`src/rtl/tpi_pkg.sv`:
```
package tpi_pkg;

  typedef enum logic [1:0] {
    SRC_USER = 2'd0,
    SRC_ZERO = 2'd1,
    SRC_ONE  = 2'd2,
    SRC_PRBS = 2'd3
  } srcSel_e;

  typedef struct packed {
    logic    loadSeed;
    logic    advance;
    logic    shift;
    srcSel_e src;
  } tpiStrobe_t;

endpackage

```
`src/rtl/tpi_prbs_gen.sv`:
```
module tpi_prbs_gen #(
  parameter int T1_LEN       = 20,
  parameter int T1_TAP       = 17,
  parameter int E1_LEN       = 15,
  parameter int E1_TAP       = 14,
  parameter int MAX_ZERO_RUN = 14,
  parameter logic [T1_LEN-1:0] T1_SEED = '1,
  parameter logic [E1_LEN-1:0] E1_SEED = '1
) (
  input  logic clk,
  input  logic rstN,
  input  logic t1Mode,
  input  logic loadSeed,
  input  logic advance,
  output logic genBit
);

  localparam int REG_W = T1_LEN;
  localparam int CNT_W = $clog2(MAX_ZERO_RUN + 1);
  localparam logic [REG_W-1:0] E1_MASK = {{(REG_W-E1_LEN){1'b0}}, {E1_LEN{1'b1}}};
  localparam logic [REG_W-1:0] T1_INIT = REG_W'(T1_SEED);
  localparam logic [REG_W-1:0] E1_INIT = REG_W'(E1_SEED);
  localparam logic [CNT_W-1:0] RUN_MAX = CNT_W'(MAX_ZERO_RUN);

  logic [REG_W-1:0] lfsr;
  logic [REG_W-1:0] lfsrNext;
  logic [CNT_W-1:0] zeroRun;
  logic rawBit;
  logic fbBit;
  logic forceOne;

  always_comb begin
    if (t1Mode) begin
      rawBit = lfsr[T1_LEN-1];
      fbBit  = lfsr[T1_LEN-1] ^ lfsr[T1_TAP-1];
    end else begin
      rawBit = lfsr[E1_LEN-1];
      fbBit  = lfsr[E1_LEN-1] ^ lfsr[E1_TAP-1];
    end
    forceOne = t1Mode && !rawBit && (zeroRun == RUN_MAX);
    genBit   = rawBit | forceOne;
    lfsrNext = {lfsr[REG_W-2:0], fbBit};
    if (!t1Mode) lfsrNext = lfsrNext & E1_MASK;
  end

  always_ff @(posedge clk or negedge rstN) begin
    if (!rstN) begin
      lfsr    <= E1_INIT;
      zeroRun <= '0;
    end else if (loadSeed) begin
      lfsr    <= t1Mode ? T1_INIT : E1_INIT;
      zeroRun <= '0;
    end else if (advance) begin
      lfsr <= lfsrNext;
      if (genBit)                zeroRun <= '0;
      else if (zeroRun != RUN_MAX) zeroRun <= zeroRun + 1'b1;
    end
  end

  // the generator never sits in the lock-up state
  a_r10_never_zero: assert property (@(posedge clk) disable iff (!rstN)
    lfsr != '0);

  // the zero run never passes the limit in T1/J1 mode
  a_r7_run_bounded: assert property (@(posedge clk) disable iff (!rstN)
    t1Mode |-> zeroRun <= RUN_MAX);

  // a reload lands the seed of the mode that requested it
  a_r11_seed_loaded: assert property (@(posedge clk) disable iff (!rstN)
    loadSeed |=> lfsr == ($past(t1Mode) ? T1_INIT : E1_INIT));

  // without an advance or a reload the sequence position holds
  a_r9_gen_hold: assert property (@(posedge clk) disable iff (!rstN)
    (!advance && !loadSeed) |=> $stable(lfsr) && $stable(zeroRun));

endmodule

```
`src/rtl/tpi_ctrl.sv`:
```
module tpi_ctrl
  import tpi_pkg::*;
(
  input  logic       clk,
  input  logic       rstN,
  input  logic       bitEn,
  input  logic [1:0] patSel,
  input  logic       clkSel,
  input  logic       t1Mode,
  output tpiStrobe_t strobe
);

  logic modeQ;
  logic modeChange;
  srcSel_e src;

  always_ff @(posedge clk or negedge rstN) begin
    if (!rstN) modeQ <= 1'b0;
    else       modeQ <= t1Mode;
  end

  assign modeChange = t1Mode != modeQ;

  always_comb begin
    unique case (patSel)
      2'b00:   src = clkSel ? SRC_ZERO : SRC_USER;
      2'b01:   src = SRC_ONE;
      2'b10:   src = SRC_PRBS;
      default: src = SRC_USER;
    endcase
    strobe.src      = src;
    strobe.loadSeed = modeChange;
    strobe.shift    = bitEn && !modeChange;
    strobe.advance  = bitEn && !modeChange && (src == SRC_PRBS);
  end

  // the registered mode tracks the input one cycle later
  a_r11_mode_tracked: assert property (@(posedge clk) disable iff (!rstN)
    1'b1 |=> modeQ == $past(t1Mode));

endmodule

```
`src/rtl/tpi_datapath.sv`:
```
module tpi_datapath
  import tpi_pkg::*;
#(
  parameter int T1_LEN       = 20,
  parameter int T1_TAP       = 17,
  parameter int E1_LEN       = 15,
  parameter int E1_TAP       = 14,
  parameter int MAX_ZERO_RUN = 14,
  parameter logic [T1_LEN-1:0] T1_SEED = '1,
  parameter logic [E1_LEN-1:0] E1_SEED = '1
) (
  input  logic       clk,
  input  logic       rstN,
  input  tpiStrobe_t strobe,
  input  logic       t1Mode,
  input  logic       userData,
  input  logic       invertPrbs,
  output logic       txData
);

  logic genBit;
  logic nextBit;

  tpi_prbs_gen #(
    .T1_LEN(T1_LEN), .T1_TAP(T1_TAP),
    .E1_LEN(E1_LEN), .E1_TAP(E1_TAP),
    .MAX_ZERO_RUN(MAX_ZERO_RUN),
    .T1_SEED(T1_SEED), .E1_SEED(E1_SEED)
  ) gen_i (
    .clk(clk),
    .rstN(rstN),
    .t1Mode(t1Mode),
    .loadSeed(strobe.loadSeed),
    .advance(strobe.advance),
    .genBit(genBit)
  );

  always_comb begin
    unique case (strobe.src)
      SRC_USER: nextBit = userData;
      SRC_ZERO: nextBit = 1'b0;
      SRC_ONE:  nextBit = 1'b1;
      default:  nextBit = genBit ^ invertPrbs;
    endcase
  end

  always_ff @(posedge clk or negedge rstN) begin
    if (!rstN)             txData <= 1'b0;
    else if (strobe.shift) txData <= nextBit;
  end

  // user data reaches the line one edge after its strobe
  a_r1_user_passed: assert property (@(posedge clk) disable iff (!rstN)
    (strobe.shift && strobe.src == SRC_USER) |=> txData == $past(userData));

  // the shared zero code blanks the line
  a_r2_zeros_sent: assert property (@(posedge clk) disable iff (!rstN)
    (strobe.shift && strobe.src == SRC_ZERO) |=> !txData);

  // the ones code drives the line high
  a_r3_ones_sent: assert property (@(posedge clk) disable iff (!rstN)
    (strobe.shift && strobe.src == SRC_ONE) |=> txData);

  // no strobe, no change on the line
  a_r9_line_hold: assert property (@(posedge clk) disable iff (!rstN)
    !strobe.shift |=> $stable(txData));

endmodule

```
`src/rtl/tx_pattern_inserter.sv`:
```
module tx_pattern_inserter
  import tpi_pkg::*;
#(
  parameter int T1_LEN       = 20,
  parameter int T1_TAP       = 17,
  parameter int E1_LEN       = 15,
  parameter int E1_TAP       = 14,
  parameter int MAX_ZERO_RUN = 14,
  parameter logic [T1_LEN-1:0] T1_SEED = '1,
  parameter logic [E1_LEN-1:0] E1_SEED = '1
) (
  input  logic       clk,
  input  logic       rstN,
  input  logic       bitEn,
  input  logic       userData,
  input  logic [1:0] patSel,
  input  logic       clkSel,
  input  logic       t1Mode,
  input  logic       invertPrbs,
  output logic       txData
);

  tpiStrobe_t strobe;

  tpi_ctrl ctrl_i (
    .clk(clk),
    .rstN(rstN),
    .bitEn(bitEn),
    .patSel(patSel),
    .clkSel(clkSel),
    .t1Mode(t1Mode),
    .strobe(strobe)
  );

  tpi_datapath #(
    .T1_LEN(T1_LEN), .T1_TAP(T1_TAP),
    .E1_LEN(E1_LEN), .E1_TAP(E1_TAP),
    .MAX_ZERO_RUN(MAX_ZERO_RUN),
    .T1_SEED(T1_SEED), .E1_SEED(E1_SEED)
  ) dp_i (
    .clk(clk),
    .rstN(rstN),
    .strobe(strobe),
    .t1Mode(t1Mode),
    .userData(userData),
    .invertPrbs(invertPrbs),
    .txData(txData)
  );

endmodule

```
`config.mk`:
```
export PLATFORM = sky130hd
export DESIGN_NAME = tx_pattern_inserter
export DESIGN_NICKNAME = d
export VERILOG_FILES = /design/src/rtl/tpi_pkg.sv /design/src/rtl/tpi_prbs_gen.sv /design/src/rtl/tpi_ctrl.sv /design/src/rtl/tpi_datapath.sv /design/src/rtl/tx_pattern_inserter.sv
export SDC_FILE = /design/constraint.sdc
export NUM_CORES = 1
export LEC_CHECK = 0
export ABC_AREA = 1
export BUFFER_PORTS_ARGS = -buffer_cell sky130_fd_sc_hd__buf_4
export CAP_MARGIN = 20
export CELL_PAD_IN_SITES_DETAIL_PLACEMENT = 1
export CELL_PAD_IN_SITES_GLOBAL_PLACEMENT = 1
export CORE_ASPECT_RATIO = 1.75
export CORE_UTILIZATION = 45
export DETAILED_ROUTE_END_ITERATION = 10
export PLACE_DENSITY = 0.8
export SLEW_MARGIN = 0
export SYNTH_ARGS = -nofsm -noshare
export SYNTH_HDL_FRONTEND = slang
export SYNTH_SLANG_ARGS = --single-unit
```
`constraint.sdc`:
```
create_clock -name clk -period 1.75 [get_ports clk]
set_clock_uncertainty 0.15 [all_clocks]
set_input_delay 0.0875 -clock clk [delete_from_list [all_inputs] [get_ports clk]]
set_output_delay 0.0875 -clock clk [all_outputs]
set_load 0.01 [all_outputs]
```
==> results.toml <==
[global_route]
grt_first_pass_wirelength_mm = 4.326
antenna_found_initial = 0
grt_pass1_vias = 1011
grt_max_degree = 27
grtUsageTotal = 0.1777
grt_overflow = 0

[power_and_ir_drop]
peakVddDrop_mv = 0.5439
clkPwrFrac = 0.319
seq_power_share = 0.543
p_leak_nw = 0.8006
switching_share = 0.2538
power.density_nw_per_um2 = 780.2
p_sw_w = 0.0003023
p_int_w = 0.0008886
power_frac_comb = 0.138

[timing]
finalCritPeriodShare = 0.8927
fmax_ghz = 0.6401
hold_viol = 0
fin_setup_tns_ns = 0
slew_headroom = 0.7618
fin_crit_ns = 1.562
finalMaxSlewViolations = 0
max_slew.worst_pin.slew_ns = 0.3559
rsz0062_at_grt = "no"
setup_violations = 0

[yosys]
synth-xor-area-share = 0.01266
synth_compound_area_frac = 0.1637
yosys.area_share.simple = 0.1872
synthFlopType = "dfstp_2"
synth_area_sq_um = 1384
synth_mux_area_frac = 0
ys_ff_latch = 26
yosysSeqAreaShare = 0.4837
syn-num-nets = 153
async_reset_ff_frac = 1.000
ys_types = 27
yosysWarnings = 0
synth_edf_count = 0
synth_cells = 139
syn_area_per_cell_sq_um = 9.956
synth_top_family_by_area = "simple AND/OR/NAND/NOR gates"
synth-adder-area-share = 0.04521

[routing]
drt-initial-drc-count = 14
wirelength_mm = 2.606
drc = 0
viasPerCell = 5.339
wl_per_cell_um = 14.48
via_count = 961
first_pass_iters = 2
ant_nets = 0

[layout]
final_cell_mix = "inv_1 (25), nand2_1 (24), dfstp_2 (15)"
fin_util = 0.5214
antenna_cells = 0
synthToLayoutAreaGrowth_pct = 10.31
fillers = 344
drive_above_1_share = 0.3224
mostFrequentLayoutCell = "inv_1"
nNetsFinal = 167

[worst_hold_path]
hold_path.class = "input port to register"
holdPathStages = 4

[clock_tree]
numCtsBuffers = 3
cts_setup_buffers = 0
clock_sinks = 26
cts_tree = "yes"
path_clk_slew_ns = 0.09
clk_path_buf_depth = 2
clk_latency_ns = 0.27
clockRootBuffer = "clkbuf_8"
cts-htree-levels = 1

[worst_setup_path]
worstPathRequired_ns = 1.78
cp-start-kind = "input port"
worstPathArrival_ns = 1.60
rr_worst_depth = 7
rrSetupSlack_ns = 0.22
critPathMaxFanout = 14
end_kind = "register"
criticalPathCategory = "input port to register"

[floorplanning]
rows = 26
die_w_um = 43.92
ioPinCount = 10
dieArea_sq_um = 3310
initial_core_util = 0.4726
die_y_um = 75.36
coreArea_sq_um = 2928

[placement]
dp_hpwl_mm = 1.988
gp_congestion = 0.7731
portBuffers = 9

[job]
max_cap_viol_count = 0

[outcome]
status = "completed"
registers in the layout (all words and copies together), names as in the netlist:
name                count
ctrl_i.modeQ            1
dp_i.gen_i.lfsr        20
dp_i.gen_i.zeroRun      4
dp_i.txData             1
synthesized netlist by cell type (2+ instances only):
cell type  instances  share of area
a21oi_1            8          0.029
a22oi_1            3          0.016
a22oi_2           10          0.090
dfrtp_1           11           0.20
dfstp_2           15           0.28
ha_1               5          0.045
inv_1             25          0.068
nand2_1           24          0.065
nand2_2            2         0.0090
nand2_4            2          0.016
nand3_1            8          0.029
nor2_1             6          0.016
nor2_8             2          0.029
o21ai_0            5          0.018
repair_timing:
action | in CTS | in global routing
hold buffers | 2 | 0
gates resized for setup | 0 | 0
endpoints found under the hold margin | 27 | 0
kinds of logic after synthesis:
family | after synthesis
AND/OR/NAND/NOR | 49
buffers and inverters | 29
adder cells (fa/ha/maj) | 5
flip-flops | 26
XOR/XNOR | 2
AO/OA/AOI/OAI | 28
through the flow:
step           setup slack (ns)  std cells  area, sq um  hold WS [ns]  total power [W]
3_3_place_gp             0.2946        174         1451       -0.1411        0.0008110
2_1_floorplan            0.4598        139         1384       -0.3581        0.0007667
4_1_cts                  0.1686        180         1526       0.02161         0.001204
6_report                 0.1877        180         1526       0.01665         0.001191
3_5_place_dp             0.2155        174         1451       -0.1320        0.0008214
5_1_grt                 0.05524        180         1526       0.01486         0.001245
final cells by class:
type,count,area (sq um),area share
Sequential cell,26,669.4,0.4385
Multi-Input combinational cell,84,565.5,0.3705
Inverter,27,113.9,0.07459
Timing Repair Buffer,11,87.58,0.05738
Clock buffer,4,55.05,0.03607
Tap cell,28,35.03,0.02295
critical path, cell delays in order:
cell	delay (ns)
dlygate4sd3_1	0.54
buf_4	0.16
nand2_2	0.09
clkinv_4	0.09
nor2_8	0.16
nand2_4	0.10
nor2_8	0.24
a22oi_1	0.12
power by group through the flow:
stage                     Clock [W]  Combinational [W]  Sequential, W
after global routing       0.000408           0.000186       0.000652
after global placement            0           0.000155       0.000656
final                      0.000380           0.000165       0.000647
after detailed placement          0           0.000165       0.000657
after CTS                  0.000388           0.000169       0.000647
after floorplan                   0           0.000113       0.000654
layer usage:
layer / vias up / share of wire / GRT usage
li1: 470 / - / -
met1: 479 / 0.37 / 0.1818
met2: 8 / 0.60 / 0.3532
met3: 4 / 0.013 / 0.02370
met4: 0 / 0.013 / 0.06734
met5: - / 0 / 0
path summary, 6_finish.rpt:
kind / from / end
max: t1Mode / dp_i.gen_i.lfsr[4]$_DFFE_PN1P_
min: invertPrbs / dp_i.txData$_DFFE_PN0P_
max reg2reg: dp_i.gen_i.zeroRun[0]$_DFFE_PN0P_ / dp_i.gen_i.zeroRun[0]$_DFFE_PN0P_
min reg2reg: dp_i.gen_i.lfsr[18]$_DFFE_PN0P_ / dp_i.gen_i.lfsr[18]$_DFFE_PN0P_
max in group asynchronous: rstN / dp_i.gen_i.lfsr[11]$_DFFE_PN1P_
min in group asynchronous: rstN / dp_i.txData$_DFFE_PN0P_
Power figures use the tool's default switching activity.
